`src/rtl/rmag_pkg.sv`:
```
package rmag_pkg;

    localparam int WORD_W    = 16;
    localparam int SEG_SHIFT = 4;
    localparam int BYTE_W    = 8;
    localparam int SUM_W     = WORD_W + SEG_SHIFT + 1;

    typedef enum logic [1:0] {
        ACC_DATA  = 2'd0,
        ACC_CODE  = 2'd1,
        ACC_STACK = 2'd2,
        ACC_DATA2 = 2'd3
    } acc_class_e;

    typedef enum logic [1:0] {
        SEG_ES = 2'd0,
        SEG_CS = 2'd1,
        SEG_SS = 2'd2,
        SEG_DS = 2'd3
    } seg_id_e;

    typedef enum logic [3:0] {
        FORM_DISP  = 4'd0,
        FORM_BX    = 4'd1,
        FORM_BP    = 4'd2,
        FORM_SI    = 4'd3,
        FORM_DI    = 4'd4,
        FORM_BX_SI = 4'd5,
        FORM_BX_DI = 4'd6,
        FORM_BP_SI = 4'd7,
        FORM_BP_DI = 4'd8
    } addr_form_e;

    typedef enum logic [1:0] {
        DSZ_NONE  = 2'd0,
        DSZ_BYTE  = 2'd1,
        DSZ_WORD  = 2'd2,
        DSZ_WORD2 = 2'd3
    } disp_size_e;

    typedef enum logic [0:0] {
        ST_IDLE = 1'b0,
        ST_EMIT = 1'b1
    } gen_state_e;

endpackage

```
`src/rtl/rmag_seg_select.sv`:
```
module rmag_seg_select
    import rmag_pkg::*;
#(
    parameter int SEG_W = WORD_W
) (
    input  logic [1:0]       acc_class_i,
    input  logic [3:0]       form_i,
    input  logic             string_op_i,
    input  logic             ovr_en_i,
    input  logic [1:0]       ovr_seg_i,
    input  logic [SEG_W-1:0] es_i,
    input  logic [SEG_W-1:0] cs_i,
    input  logic [SEG_W-1:0] ss_i,
    input  logic [SEG_W-1:0] ds_i,
    output logic [SEG_W-1:0] seg_o
);

    logic    uses_bp;
    logic    string_dest;
    seg_id_e pick;

    always_comb begin
        case (form_i)
            FORM_BP, FORM_BP_SI, FORM_BP_DI: uses_bp = 1'b1;
            default:                         uses_bp = 1'b0;
        endcase
    end

    assign string_dest = string_op_i && (form_i == FORM_DI);

    // Priority: the access class, then the string destination, then the override, then the default for the form
    always_comb begin
        case (acc_class_i)
            ACC_CODE:  pick = SEG_CS;
            ACC_STACK: pick = SEG_SS;
            default: begin
                if (string_dest)
                    pick = SEG_ES;
                else if (ovr_en_i)
                    pick = seg_id_e'(ovr_seg_i);
                else if (uses_bp)
                    pick = SEG_SS;
                else
                    pick = SEG_DS;
            end
        endcase
    end

    always_comb begin
        unique case (pick)
            SEG_ES: seg_o = es_i;
            SEG_CS: seg_o = cs_i;
            SEG_SS: seg_o = ss_i;
            SEG_DS: seg_o = ds_i;
        endcase
    end

endmodule

```
`src/rtl/rmag_offset_calc.sv`:
```
module rmag_offset_calc
    import rmag_pkg::*;
#(
    parameter int OFS_W     = WORD_W,
    parameter int SHORT_W   = BYTE_W,
    parameter bit SIGN_EXT  = 1'b1
) (
    input  logic [1:0]       acc_class_i,
    input  logic [3:0]       form_i,
    input  logic [1:0]       disp_size_i,
    input  logic [OFS_W-1:0] disp_i,
    input  logic [OFS_W-1:0] bx_i,
    input  logic [OFS_W-1:0] bp_i,
    input  logic [OFS_W-1:0] si_i,
    input  logic [OFS_W-1:0] di_i,
    input  logic [OFS_W-1:0] ip_i,
    input  logic [OFS_W-1:0] sp_i,
    output logic [OFS_W-1:0] ofs_o
);

    localparam int EXT_W = OFS_W - SHORT_W;

    logic [OFS_W-1:0] base_term;
    logic [OFS_W-1:0] index_term;
    logic [OFS_W-1:0] short_disp;
    logic [OFS_W-1:0] disp_term;

    generate
        if (SIGN_EXT) begin : g_sext
            assign short_disp = {{EXT_W{disp_i[SHORT_W-1]}}, disp_i[SHORT_W-1:0]};
        end else begin : g_zext
            assign short_disp = {{EXT_W{1'b0}}, disp_i[SHORT_W-1:0]};
        end
    endgenerate

    always_comb begin
        base_term  = '0;
        index_term = '0;
        case (form_i)
            FORM_BX:    base_term = bx_i;
            FORM_BP:    base_term = bp_i;
            FORM_SI:    index_term = si_i;
            FORM_DI:    index_term = di_i;
            FORM_BX_SI: begin base_term = bx_i; index_term = si_i; end
            FORM_BX_DI: begin base_term = bx_i; index_term = di_i; end
            FORM_BP_SI: begin base_term = bp_i; index_term = si_i; end
            FORM_BP_DI: begin base_term = bp_i; index_term = di_i; end
            default: ;
        endcase
    end

    always_comb begin
        unique case (disp_size_e'(disp_size_i))
            DSZ_NONE:            disp_term = '0;
            DSZ_BYTE:            disp_term = short_disp;
            DSZ_WORD, DSZ_WORD2: disp_term = disp_i;
        endcase
    end

    // The sum is held to OFS_W bits, so any carry out of the offset is dropped
    always_comb begin
        case (acc_class_i)
            ACC_CODE:  ofs_o = ip_i;
            ACC_STACK: ofs_o = sp_i;
            default:   ofs_o = base_term + index_term + disp_term;
        endcase
    end

endmodule

```
`src/rtl/rmag_phys_compose.sv`:
```
module rmag_phys_compose
    import rmag_pkg::*;
#(
    parameter int SEG_W  = WORD_W,
    parameter int SHIFT  = SEG_SHIFT,
    parameter int ADDR_W = 24
) (
    input  logic [SEG_W-1:0]  seg_i,
    input  logic [SEG_W-1:0]  ofs_i,
    input  logic              a20_en_i,
    output logic [ADDR_W-1:0] paddr_o
);

    localparam int RAW_W    = SEG_W + SHIFT + 1;
    localparam int WRAP_BIT = SEG_W + SHIFT;

    logic [RAW_W-1:0] raw_sum;
    logic [RAW_W-1:0] gated;

    assign raw_sum = {1'b0, seg_i, {SHIFT{1'b0}}} + {{(SHIFT+1){1'b0}}, ofs_i};

    always_comb begin
        gated           = raw_sum;
        gated[WRAP_BIT] = raw_sum[WRAP_BIT] & a20_en_i;
    end

    generate
        if (ADDR_W > RAW_W) begin : g_pad
            assign paddr_o = {{(ADDR_W-RAW_W){1'b0}}, gated};
        end else begin : g_trim
            assign paddr_o = gated[ADDR_W-1:0];
        end
    endgenerate

endmodule

```
`src/rtl/rmag_addr_gen.sv`:
```
module rmag_addr_gen
    import rmag_pkg::*;
#(
    parameter int ADDR_W = 24
) (
    input  logic              clk,
    input  logic              rst_n,
    input  logic              req_i,
    input  logic [1:0]        acc_class_i,
    input  logic [3:0]        form_i,
    input  logic [1:0]        disp_size_i,
    input  logic              string_op_i,
    input  logic              ovr_en_i,
    input  logic [1:0]        ovr_seg_i,
    input  logic [15:0]       disp_i,
    input  logic [15:0]       bx_i,
    input  logic [15:0]       bp_i,
    input  logic [15:0]       si_i,
    input  logic [15:0]       di_i,
    input  logic [15:0]       ip_i,
    input  logic [15:0]       sp_i,
    input  logic [15:0]       es_i,
    input  logic [15:0]       cs_i,
    input  logic [15:0]       ss_i,
    input  logic [15:0]       ds_i,
    input  logic              a20_en_i,
    output logic [ADDR_W-1:0] paddr_o,
    output logic              valid_o
);

    localparam int WRAP_BIT = WORD_W + SEG_SHIFT;

    gen_state_e        state_q, state_d;
    logic [WORD_W-1:0] seg_w;
    logic [WORD_W-1:0] ofs_w;
    logic [ADDR_W-1:0] paddr_w;
    logic [ADDR_W-1:0] paddr_q;

    rmag_seg_select #(.SEG_W(WORD_W)) u_seg (
        .acc_class_i (acc_class_i),
        .form_i      (form_i),
        .string_op_i (string_op_i),
        .ovr_en_i    (ovr_en_i),
        .ovr_seg_i   (ovr_seg_i),
        .es_i        (es_i),
        .cs_i        (cs_i),
        .ss_i        (ss_i),
        .ds_i        (ds_i),
        .seg_o       (seg_w)
    );

    rmag_offset_calc #(.OFS_W(WORD_W), .SHORT_W(BYTE_W), .SIGN_EXT(1'b1)) u_ofs (
        .acc_class_i (acc_class_i),
        .form_i      (form_i),
        .disp_size_i (disp_size_i),
        .disp_i      (disp_i),
        .bx_i        (bx_i),
        .bp_i        (bp_i),
        .si_i        (si_i),
        .di_i        (di_i),
        .ip_i        (ip_i),
        .sp_i        (sp_i),
        .ofs_o       (ofs_w)
    );

    rmag_phys_compose #(.SEG_W(WORD_W), .SHIFT(SEG_SHIFT), .ADDR_W(ADDR_W)) u_comp (
        .seg_i    (seg_w),
        .ofs_i    (ofs_w),
        .a20_en_i (a20_en_i),
        .paddr_o  (paddr_w)
    );

    // Next-state logic: IDLE->EMIT and EMIT->EMIT on a request, otherwise back to IDLE
    always_comb begin
        state_d = state_q;
        unique case (state_q)
            ST_IDLE: state_d = req_i ? ST_EMIT : ST_IDLE;
            ST_EMIT: state_d = req_i ? ST_EMIT : ST_IDLE;
        endcase
    end

    always_ff @(posedge clk) begin
        if (!rst_n)
            state_q <= ST_IDLE;
        else
            state_q <= state_d;
    end

    always_ff @(posedge clk) begin
        if (!rst_n)
            paddr_q <= '0;
        else if (req_i)
            paddr_q <= paddr_w;
    end

    assign paddr_o = paddr_q;
    assign valid_o = (state_q == ST_EMIT);


    req_valid_chk: assert property (@(posedge clk) disable iff (!rst_n)
        req_i |=> valid_o);


    idle_novalid_chk: assert property (@(posedge clk) disable iff (!rst_n)
        !req_i |=> !valid_o);


    hold_addr_chk: assert property (@(posedge clk) disable iff (!rst_n)
        !req_i |=> $stable(paddr_o));


    wrap_gate_chk: assert property (@(posedge clk) disable iff (!rst_n)
        (req_i && !a20_en_i) |=> !paddr_o[WRAP_BIT]);


    high_zero_chk: assert property (@(posedge clk) disable iff (!rst_n)
        paddr_o[ADDR_W-1:WRAP_BIT+1] == '0);


    code_fetch_chk: assert property (@(posedge clk) disable iff (!rst_n)
        (req_i && a20_en_i && acc_class_i == ACC_CODE) |=>
        paddr_o == ADDR_W'({1'b0, $past(cs_i), 4'h0} + {5'h00, $past(ip_i)}));


    stack_seg_chk: assert property (@(posedge clk) disable iff (!rst_n)
        (req_i && a20_en_i && acc_class_i == ACC_STACK) |=>
        paddr_o == ADDR_W'({1'b0, $past(ss_i), 4'h0} + {5'h00, $past(sp_i)}));

endmodule

```
`config.mk`:
```
export PLATFORM = sky130hd
export DESIGN_NAME = rmag_addr_gen
export DESIGN_NICKNAME = d
export VERILOG_FILES = /design/src/rtl/rmag_pkg.sv /design/src/rtl/rmag_seg_select.sv /design/src/rtl/rmag_offset_calc.sv /design/src/rtl/rmag_phys_compose.sv /design/src/rtl/rmag_addr_gen.sv
export SDC_FILE = /design/constraint.sdc
export NUM_CORES = 1
export LEC_CHECK = 0
export ABC_AREA = 1
export ABC_CLOCK_PERIOD_IN_PS = 5400
export BUFFER_PORTS_ARGS = -buffer_cell sky130_fd_sc_hd__clkbuf_2
export CAP_MARGIN = 5
export CORE_UTILIZATION = 30
export CTS_BUF_LIST = sky130_fd_sc_hd__clkbuf_16
export CTS_CLUSTER_DIAMETER = 60
export DETAILED_ROUTE_END_ITERATION = 10
export GPL_ROUTABILITY_DRIVEN = 0
export GPL_TIMING_DRIVEN = 0
export HOLD_SLACK_MARGIN = 0.08
export PLACE_DENSITY = 0.64
export SKIP_CTS_REPAIR_TIMING = 1
export SYNTH_ARGS = -nofsm -noshare
export SYNTH_HDL_FRONTEND = slang
export SYNTH_SLANG_ARGS = --single-unit
```
`constraint.sdc`:
```
create_clock -name clk -period 5.4 [get_ports clk]
set_input_delay 0.54 -clock clk [delete_from_list [all_inputs] [get_ports clk]]
set_output_delay 0.54 -clock clk [all_outputs]
set_load 0.05 [all_outputs]
```
==> results of run 1 <==
## per-stage QoR
stage                     instance area (µm²)  instances  utilization (%)  hold WS [ns]  setup slack [ns]
final                                    5350       1016             43.8         0.450             0.321
after global routing                     5350       1016             43.8         0.467           -0.0182
after CTS                                5160       1007             42.3         0.453            -0.477
after detailed placement                 5090       1003             41.6         0.439            -0.736
after global placement                   5090       1003             41.6         0.445            -0.656
after floorplan                          3810        623                -         0.673             0.325
## sequential cells by signal, indices dropped and copies added, names as in the netlist
| register | flops |
|---|---|
| paddr_o | 21 |
| valid_o | 1 |
## cell families after synthesis
family,after synthesis
DFF,22
other,1
AOI/OAI and AO/OA,165
buffers and inverters,129
xor gates and xnor gates,11
adders and majority gates,45
and+or+nand+nor,248
## power breakdown
group          total [mW]  leakage [nW]  internal (mW)  switching [mW]
logic               0.937          2.84          0.342           0.595
registers           0.211         0.182          0.194          0.0176
clock network       0.154        0.0385         0.0986          0.0556
total                1.30          3.06          0.634           0.668
## final cells by class
type                            count  area (µm²)
Fill cell                        1366        6870
Multi-Input combinational cell    472        2950
Timing Repair Buffer              221        1130
Sequential cell                    22         440
Inverter                          107         402
Tap cell                          168         210
Buffer                             22         136
Clock buffer                        3        75.1
Clock inverter                      1        3.75
## layer usage
layer | up-vias | GRT usage, % | wire [µm]
li1 | 2506 | - | -
met1 | 2146 | 28.8 | 6620
met2 | 135 | 33.6 | 5990
met3 | 6 | 2.17 | 700
met4 | 0 | 2.77 | 82
met5 | - | 0 | 0
## critical path: cells and delay by family
kind / cells / cell delay [ns]
simple gates: 7 / 0.84
compound gates: 8 / 1.41
xor+xnor: 1 / 0.18
fa+ha+maj: 4 / 1.38
buf+inv: 10 / 0.85
## Yosys cell counts, drive strengths merged
cell type	number
conb	1
nand4	6
a221oi	14
ha	28
nand3	24
a21o	2
a22oi	19
fa	17
o21a	1
dfxtp	22
xor2	7
o211ai	4
a221o	4
and2b	1
o21bai	1
nor3	2
a31oi	5
xnor2	4
buf	8
o31ai	2
o21ai	60
a21boi	1
o311ai	1
a21oi	46
o221ai	1
or2	6
inv	107
nand2	167
a22o	4
nor2	42
clkbuf	14
## worst paths after layout
kind	depth (start not counted)	from	endpoint	slack, ns
max	30	form_i[0]	paddr_o[14]	0.32
min reg2reg	2	paddr_o[20]	paddr_o[20]	0.45
min	2	paddr_o[20]	paddr_o[20]	0.45
max reg2reg	2	paddr_o[17]	paddr_o[17]	4.74
==> results by group, run 1 <==
Status
  • Outcome: complete, no violations

STA
  • Minimum clock period: roughly 5.1 ns
  • Rel. slew slack: 62.4%
  • Final Hold Violating Endpoints: 0
  • Final setup viols: 0
  • Slew @ Worst Pin: 0.565 ns
  • Slew Limit Fails: 0
  • Setup Skew: 0 ns
  • Post-route setup TNS: 0 ns
  • Period utilization: 94.1%
  • FMAX: 197 MHz

Finish
  • Area Growth Syn to Fin: 40.4%
  • N_diodes: 0
  • Commonest cells after routing, fill and taps aside: 212 x clkbuf_2, 159 x nand2_1, 103 x inv_1
  • Layout net count: 1086
  • Layout cell share with drive strength beyond 1: 32.1%
  • Commonest non-fill, non-tap cell in the layout: clkbuf_2

Worst setup path
  • CP max FO: 9
  • CP max stage delay: about 0.43 ns
  • CP Data Required Time: 5.54 ns
  • Arr. time, crit path: ~5.2 ns
  • Crit-path slowest cell: fa_1
  • Startpoint Class: input port
  • CP most frequent cell: inv_1
  • Crit path capture type: flop
  • Setup CP Type: in -> reg

GRT
  • Antenna violations before repair: 0
  • Total Routing Usage GR: between 20% and 30%
  • Largest net degree at the start of global routing: 13
  • Global-route wire length before repair: approximately 21000 µm
  • Vias in the first global route: around 4500
  • Grt ovf: 0

Drt
  • Antenna-violating nets left: 0
  • Via count: 4793
  • Starting DRT DRC Count: roughly 290
  • WL/cell: 13.2 µm
  • Post-route DRC: 0
  • Drt pass-1 iters: 4
  • Via-to-Cell Ratio: 4.72
  • Drt total wl: 13400 µm

Pwr
  • Leakage: between 3 and 4 nW
  • Cell Pwr Density: ~240 nW/µm²
  • Peak supply drop: 0.112 mV
  • Pwr Total: ~1.3 mW

Synthesis
  • Share of the synthesized area in the top cell type: between 10% and 20%
  • Post-synthesis compound-gate area fraction: 26.6%
  • Post-Synth Adder-Cell Area: a little under a fifth
  • Xor and xnor area share after synthesis: 2.53%
  • #FFs+latches synth: 22
  • Syn avg cell area: 6.13 µm²
  • Simple-gate share of the synthesized area: 27.7%
  • Synth Cell Area: 3810 µm²
  • Main combinational cell family by area after synthesis: simple AND/OR/NAND/NOR gates
  • Most area-hungry cell type in the Yosys netlist: nand2_1
  • Sequential-to-total area share from yosys stat: a little under an eighth
  • Netlist cell types: 42
  • Mux contribution to synthesized area: 0%
  • Top post-synthesis cells by area: nand2_1 16%, dfxtp_1 12%, inv_1 10%, ha_1 9.2%, fa_1 8.9%
  • Mapped Cells: approximately 620
  • YS warnings: 0

Die
  • Core Footprint: 12200 µm²
  • Die height: 115 µm
  • Die area: 13100 µm²
  • Rows: 40
  • Ports: 217
  • Die width: 115 µm
  • Initial Util: 31.2%

Place
  • Hpwl dp: 11700 µm
  • I/O Buffers: 212

Clocking
  • Worst-path clk slew: 0.06 ns
  • Num CTS Buffers: 3
  • Clk_lat worst skew: 0.25 ns
  • CTS HTree Levels: 1
  • Clk buf depth: 2
  • CTS tree: yes
  • Total clock sinks: 22
  • Root buffer cell: clkbuf_16

Job
  • MaxCap Viol Count: 0

Worst hold path
  • HP Class: reg -> reg
Power figures use the tool's default switching activity.
==> run 2: changes to the inputs <==
- CORE_ASPECT_RATIO: unset -> 0.9
==> run 2 against run 1 <==
Hold slack better by 0.0012 ns; critical path depth unchanged; non-clock buffer count up 3; clock power hardly changed; routed wire length is essentially flat; setup slack got worse by 0.021 ns; first-iteration DRC count grew 1.4%; die area is essentially flat; critical endpoint unchanged; largest cell class unchanged; largest power group unchanged; count of clock-buffer cells in the layout stayed put; cell area hardly changed; maximum frequency decreased by 0.41%; via count is 0.54% higher.
==> results by group, run 2 (synthesis results as in run 1) <==
Place
  • Placed cells: 995 (was 1003)
  • Hpwl dp: 11600 µm (was 11700 µm)
  • I/O Buffers: 212 (unchanged)
  • Cell Area, Placed: 5080 µm² (was 5090 µm²)

GRT
  • Global-route wire length before repair: 21000 µm (was 21200 µm)
  • Total Routing Usage GR: 20.1% (was 20.3%)
  • Grt ovf: 0 (unchanged)
  • Vias in the first global route: 4467 (was 4475)
  • Antenna violations before repair: 0 (unchanged)
  • Largest net degree at the start of global routing: 13 (unchanged)

Worst setup path
  • CP Data Required Time: 5.55 ns (was 5.54 ns)
  • CP max stage delay: 0.46 ns (was 0.43 ns)
  • Setup CP Type: in -> reg (unchanged)
  • Arr. time, crit path: 5.25 ns (was 5.22 ns)
  • Crit-path slowest cell: fa_1 (unchanged)
  • Startpoint Class: input port (unchanged)
  • CP max FO: 8 (was 9)
  • Crit path capture type: flop (unchanged)
  • CP most frequent cell: inv_1 (unchanged)

Pwr
  • Peak supply drop: 0.132 mV (was 0.112 mV)
  • Cell Pwr Density: 242 nW/µm² (was 244 nW/µm²)
  • Leakage: 3.08 nW (was 3.06 nW)

Drt
  • Drt pass-1 iters: 5 (was 4)
  • WL/cell: 13.2 µm (about the same)
  • Via-to-Cell Ratio: 4.77 (was 4.72)
  • Antenna-violating nets left: 0 (unchanged)
  • Via count: 4819 (was 4793)
  • Starting DRT DRC Count: 289 (was 285)
  • Wire length on met2: 5890 µm (was 5990 µm)
  • Uppermost routed layer: met4 (unchanged)
  • Post-route DRC: 0 (unchanged)
  • Drt total wl: 13400 µm (about the same)
  • DRT met1 WL: 6570 µm (was 6620 µm)
  • Metal3 WL: 848 µm (was 700 µm)

STA
  • Hold_ws: 0.452 ns (was 0.450 ns)
  • Period utilization: 94.4% (was 94.1%)
  • Final setup viols: 0 (unchanged)
  • Slew @ Worst Pin: 0.600 ns (was 0.565 ns)
  • Final Hold Violating Endpoints: 0 (unchanged)
  • Slew Limit Fails: 0 (unchanged)
  • FMAX: 196 MHz (was 197 MHz)
  • Rel. slew slack: 60.0% (was 62.4%)
  • Setup Skew: 0 ns (unchanged)
  • Minimum clock period: 5.10 ns (was 5.08 ns)

Finish
  • Layout net count: 1089 (was 1086)
  • Max reg flops: 21 (unchanged)
  • Fillers: 1385 (was 1366)
  • Commonest cells after routing, fill and taps aside: 212 x clkbuf_2, 158 x nand2_1, 102 x inv_1 (was 212 x clkbuf_2, 159 x nand2_1, 103 x inv_1)
  • Commonest non-fill, non-tap cell in the layout: clkbuf_2 (unchanged)
  • Non-Filler Instances: 1011 (was 1016)
  • Area Growth Syn to Fin: 40.4% (about the same)
  • Layout cell share with drive strength beyond 1: 32.3% (was 32.1%)
  • N_diodes: 0 (unchanged)
  • Final Cell Area: 5350 µm² (about the same)

Clocking
  • Root buffer cell: clkbuf_16 (unchanged)
  • Total clock sinks: 22 (unchanged)
  • CTS HTree Levels: 1 (unchanged)
  • Worst-path clk slew: 0.06 ns (about the same)
  • CTS tree: yes (unchanged)
  • Num CTS Buffers: 3 (unchanged)
  • Clk buf depth: 2 (unchanged)
  • Clk_lat worst skew: 0.25 ns (about the same)

Job
  • MaxCap Viol Count: 0 (unchanged)

Die
  • Die width: 121 µm (was 115 µm)
  • Ports: 217 (unchanged)
  • Initial Util: 31.2% (about the same)
  • Die height: 109 µm (was 115 µm)
  • Die area: 13100 µm² (about the same)
  • Core Footprint: 12200 µm² (about the same)
  • Rows: 38 (was 40)

Worst hold path
  • HP Class: reg -> reg (unchanged)

Status
  • Outcome: complete, no violations (unchanged)
## run 2: cell count changes in the layout (fill, tap and decap cells not counted), sizes merged
cell | previous run | this run
buf | 21 | 24
## run 2: power by group
part	switching [mW]	internal (mW)
logic	0.588	0.337
clock network	0.0575	0.0987
registers	0.0169	0.194
total	0.663	0.630
## run 2: final timing paths
check	start	end	slack, ns	cells after the start
min reg2reg	paddr_o[18]	paddr_o[18]	0.45	2
max reg2reg	paddr_o[9]	paddr_o[9]	4.74	4
min	paddr_o[18]	paddr_o[18]	0.45	2
max	form_i[0]	paddr_o[14]	0.30	30
## run 2: critical path: cells and delay by family
family | cells | cell delay (ns)
AOI/OAI and AO/OA | 8 | 1.44
xor gates and xnor gates | 1 | 0.19
adders and majority gates | 4 | 1.41
buffers and inverters | 10 | 0.83
and+or+nand+nor | 7 | 0.85
## run 2: metrics by stage
step	setup slack [ns]	util (%)	power [mW]	TNS, ns
after floorplan	0.325	-	0.847	0
after global placement	-0.791	41.5	1.10	-6.14
after detailed placement	-0.843	41.5	1.10	-6.46
after CTS	-0.588	42.2	1.26	-3.69
after global routing	-0.0896	43.7	1.42	-0.366
final	0.300	43.7	1.29	0
## run 2: final cells by class
type | instances | area, µm² | area share, %
sequential | 22 | 440 | 8.24
tap | 160 | 200 | 3.75
clock buffer | 3 | 75.1 | 1.40
timing repair buffer | 224 | 1150 | 21.5
inverter | 107 | 402 | 7.51
multi-input combinational | 472 | 2940 | 54.9
clock inverter | 1 | 3.75 | 0.0702
buffer | 22 | 136 | 2.55
## run 2: metal layers
metal | track usage, % | vias up
li1 | - | 2512
met1 | 28.5 | 2137
met2 | 33.8 | 160
met3 | 2.09 | 10
met4 | 2.38 | 0
met5 | 0 | -
==> run 3: changes to the inputs <==
- PLACE_DENSITY: 0.64 -> unset
- PLACE_DENSITY_LB_ADDON: unset -> 0.1
==> run 3 against run 2 <==
Via count grew 2.7%; sequential share of layout area is essentially flat; non-clock buffer count is 4 lower; sequential cell count is the same; total power up 4.5%; maximum frequency up 2.3%; register-to-register slack is essentially flat; first-iteration DRC count shrank 0.69%; global-route usage rose by 0.25 points; largest power group unchanged.
==> results by group, run 3 (synthesis results as in run 1) <==
Status
  • Outcome: complete, no violations (unchanged)

Drt
  • Uppermost routed layer: met4 (unchanged)
  • Via count: 4949 (was 4819)
  • Via-to-Cell Ratio: 4.91 (was 4.77)
  • Drt total wl: 13700 µm (was 13400 µm)
  • Antenna-violating nets left: 0 (unchanged)
  • Starting DRT DRC Count: 287 (was 289)
  • DRT met1 WL: 6730 µm (was 6570 µm)
  • Wire length on met2: 6240 µm (was 5890 µm)
  • Drt pass-1 iters: 5 (unchanged)
  • WL/cell: 13.6 µm (was 13.2 µm)
  • Metal3 WL: 641 µm (was 848 µm)
  • Post-route DRC: 0 (unchanged)

Clocking
  • Num CTS Buffers: 3 (unchanged)
  • Worst-path clk slew: 0.06 ns (about the same)
  • Clk_lat worst skew: 0.25 ns (about the same)
  • Root buffer cell: clkbuf_16 (unchanged)
  • Total clock sinks: 22 (unchanged)
  • CTS HTree Levels: 1 (unchanged)
  • Clk buf depth: 2 (unchanged)
  • CTS tree: yes (unchanged)

Place
  • I/O Buffers: 212 (unchanged)
  • Hpwl dp: 12100 µm (was 11600 µm)

Worst setup path
  • CP Buf/Inv Count: 5 (was 10)
  • Crit-path slowest cell: fa_1 (unchanged)
  • Launching point of the worst reg2reg path: paddr_o[12] (was paddr_o[9])
  • Crit path capture type: flop (unchanged)
  • Setup slack, reg-to-reg: 4.73 ns (was 4.74 ns)
  • CP delay by family, top: compound AO/OA/AOI/OAI gates (unchanged)
  • Arr. time, crit path: 5.11 ns (was 5.25 ns)
  • CP max stage delay: 0.45 ns (was 0.46 ns)
  • RR Endpoint: paddr_o[12] (was paddr_o[9])
  • Register-to-Register Path Depth: 2 (was 4)
  • Startpoint Class: input port (unchanged)
  • CP max FO: 10 (was 8)
  • Setup crit start: form_i[1] (was form_i[0])
  • Setup CP Type: in -> reg (unchanged)
  • CP Data Required Time: 5.53 ns (was 5.55 ns)

Die
  • Rows: 38 (unchanged)
  • Die width: 121 µm (unchanged)
  • Initial Util: 31.2% (unchanged)
  • Die area: 13100 µm² (unchanged)
  • Core Footprint: 12200 µm² (unchanged)
  • Ports: 217 (unchanged)
  • Die height: 109 µm (unchanged)

STA
  • Slew @ Worst Pin: 0.624 ns (was 0.600 ns)
  • Rel. slew slack: 58.4% (was 60.0%)
  • Setup Skew: 0 ns (unchanged)
  • Slew Limit Fails: 0 (unchanged)
  • Post-route setup TNS: 0 ns (unchanged)
  • Final setup viols: 0 (unchanged)
  • Final Hold Violating Endpoints: 0 (unchanged)
  • FMAX: 200 MHz (was 196 MHz)
  • Period utilization: 92.4% (was 94.4%)
  • Minimum clock period: 4.99 ns (was 5.10 ns)
  • Hold_ws: 0.453 ns (was 0.452 ns)

Finish
  • Max reg flops: 21 (unchanged)
  • Layout cell share with drive strength beyond 1: 32.3% (about the same)
  • Commonest cells after routing, fill and taps aside: 212 x clkbuf_2, 158 x nand2_1, 102 x inv_1 (unchanged)
  • Fillers: 1376 (was 1385)
  • Area Growth Syn to Fin: 40.7% (was 40.4%)
  • Layout net count: 1085 (was 1089)
  • N_diodes: 0 (unchanged)
  • Commonest non-fill, non-tap cell in the layout: clkbuf_2 (unchanged)

GRT
  • Grt ovf: 0 (unchanged)
  • Global-route wire length before repair: 21600 µm (was 21000 µm)
  • Antenna violations before repair: 0 (unchanged)
  • Largest net degree at the start of global routing: 14 (was 13)
  • Vias in the first global route: 4700 (was 4467)
  • Total Routing Usage GR: 20.4% (was 20.1%)

Job
  • MaxCap Viol Count: 0 (unchanged)

Worst hold path
  • Hold path startpoint: paddr_o[20] (was paddr_o[18])
  • HP Class: reg -> reg (unchanged)
  • Worst Hold End: paddr_o[20] (was paddr_o[18])
  • Worst Hold Depth: 2 (unchanged)

Pwr
  • Cell Pwr Density: 252 nW/µm² (was 242 nW/µm²)
  • Peak supply drop: 0.113 mV (was 0.132 mV)
  • Leakage: 3.07 nW (was 3.08 nW)
-- run 3: metal layers --
metal  vias up  track usage [%]
li1       2499                -
met1      2278             28.8
met2       162             34.6
met3        10             1.73
met4         0             2.20
met5         -                0
-- run 3: worst max-delay path by stage --
stage	end	slack [ns]	cells past startpoint
final	paddr_o[16]	0.41	29
after global routing	paddr_o[19]	-0.01	37
after detailed placement	paddr_o[18]	-0.93	30
after floorplan	paddr_o[18]	0.33	31
after CTS	paddr_o[18]	-0.66	30
after global placement	paddr_o[18]	-0.75	30
-- run 3: final cells by class --
cell class	count	area [µm²]	area share, %
Clock buffer	3	75.1	1.40
Timing Repair Buffer	220	1120	20.9
Multi-Input combinational cell	472	2950	55.1
Tap cell	160	200	3.74
Clock inverter	1	30.0	0.560
Inverter	107	402	7.49
Sequential cell	22	440	8.22
Buffer	22	140	2.61
-- run 3: stage by stage --
stage	instance area [µm²]	power [mW]	worst slack (ns)	utilization, %	std cells
after global placement	5080	1.10	-0.754	41.5	995
after floorplan	3810	0.847	0.325	-	623
after detailed placement	5080	1.11	-0.926	41.5	995
final	5360	1.35	0.412	43.9	1007
after CTS	5180	1.32	-0.661	42.4	999
after global routing	5360	1.48	-0.0121	43.9	1007
-- run 3: power breakdown --
part           total [mW]  switching (mW)  internal (mW)
clock               0.206          0.0592          0.147
combinational       0.934           0.595          0.339
sequential          0.211          0.0171          0.194
total                1.35           0.671          0.680
-- run 3: tightest hold or removal path: stages, from the launching register on --
cell and delay (ns):
dfxtp_1 0.31, nand2_1 0.06, nand2_1 0.04
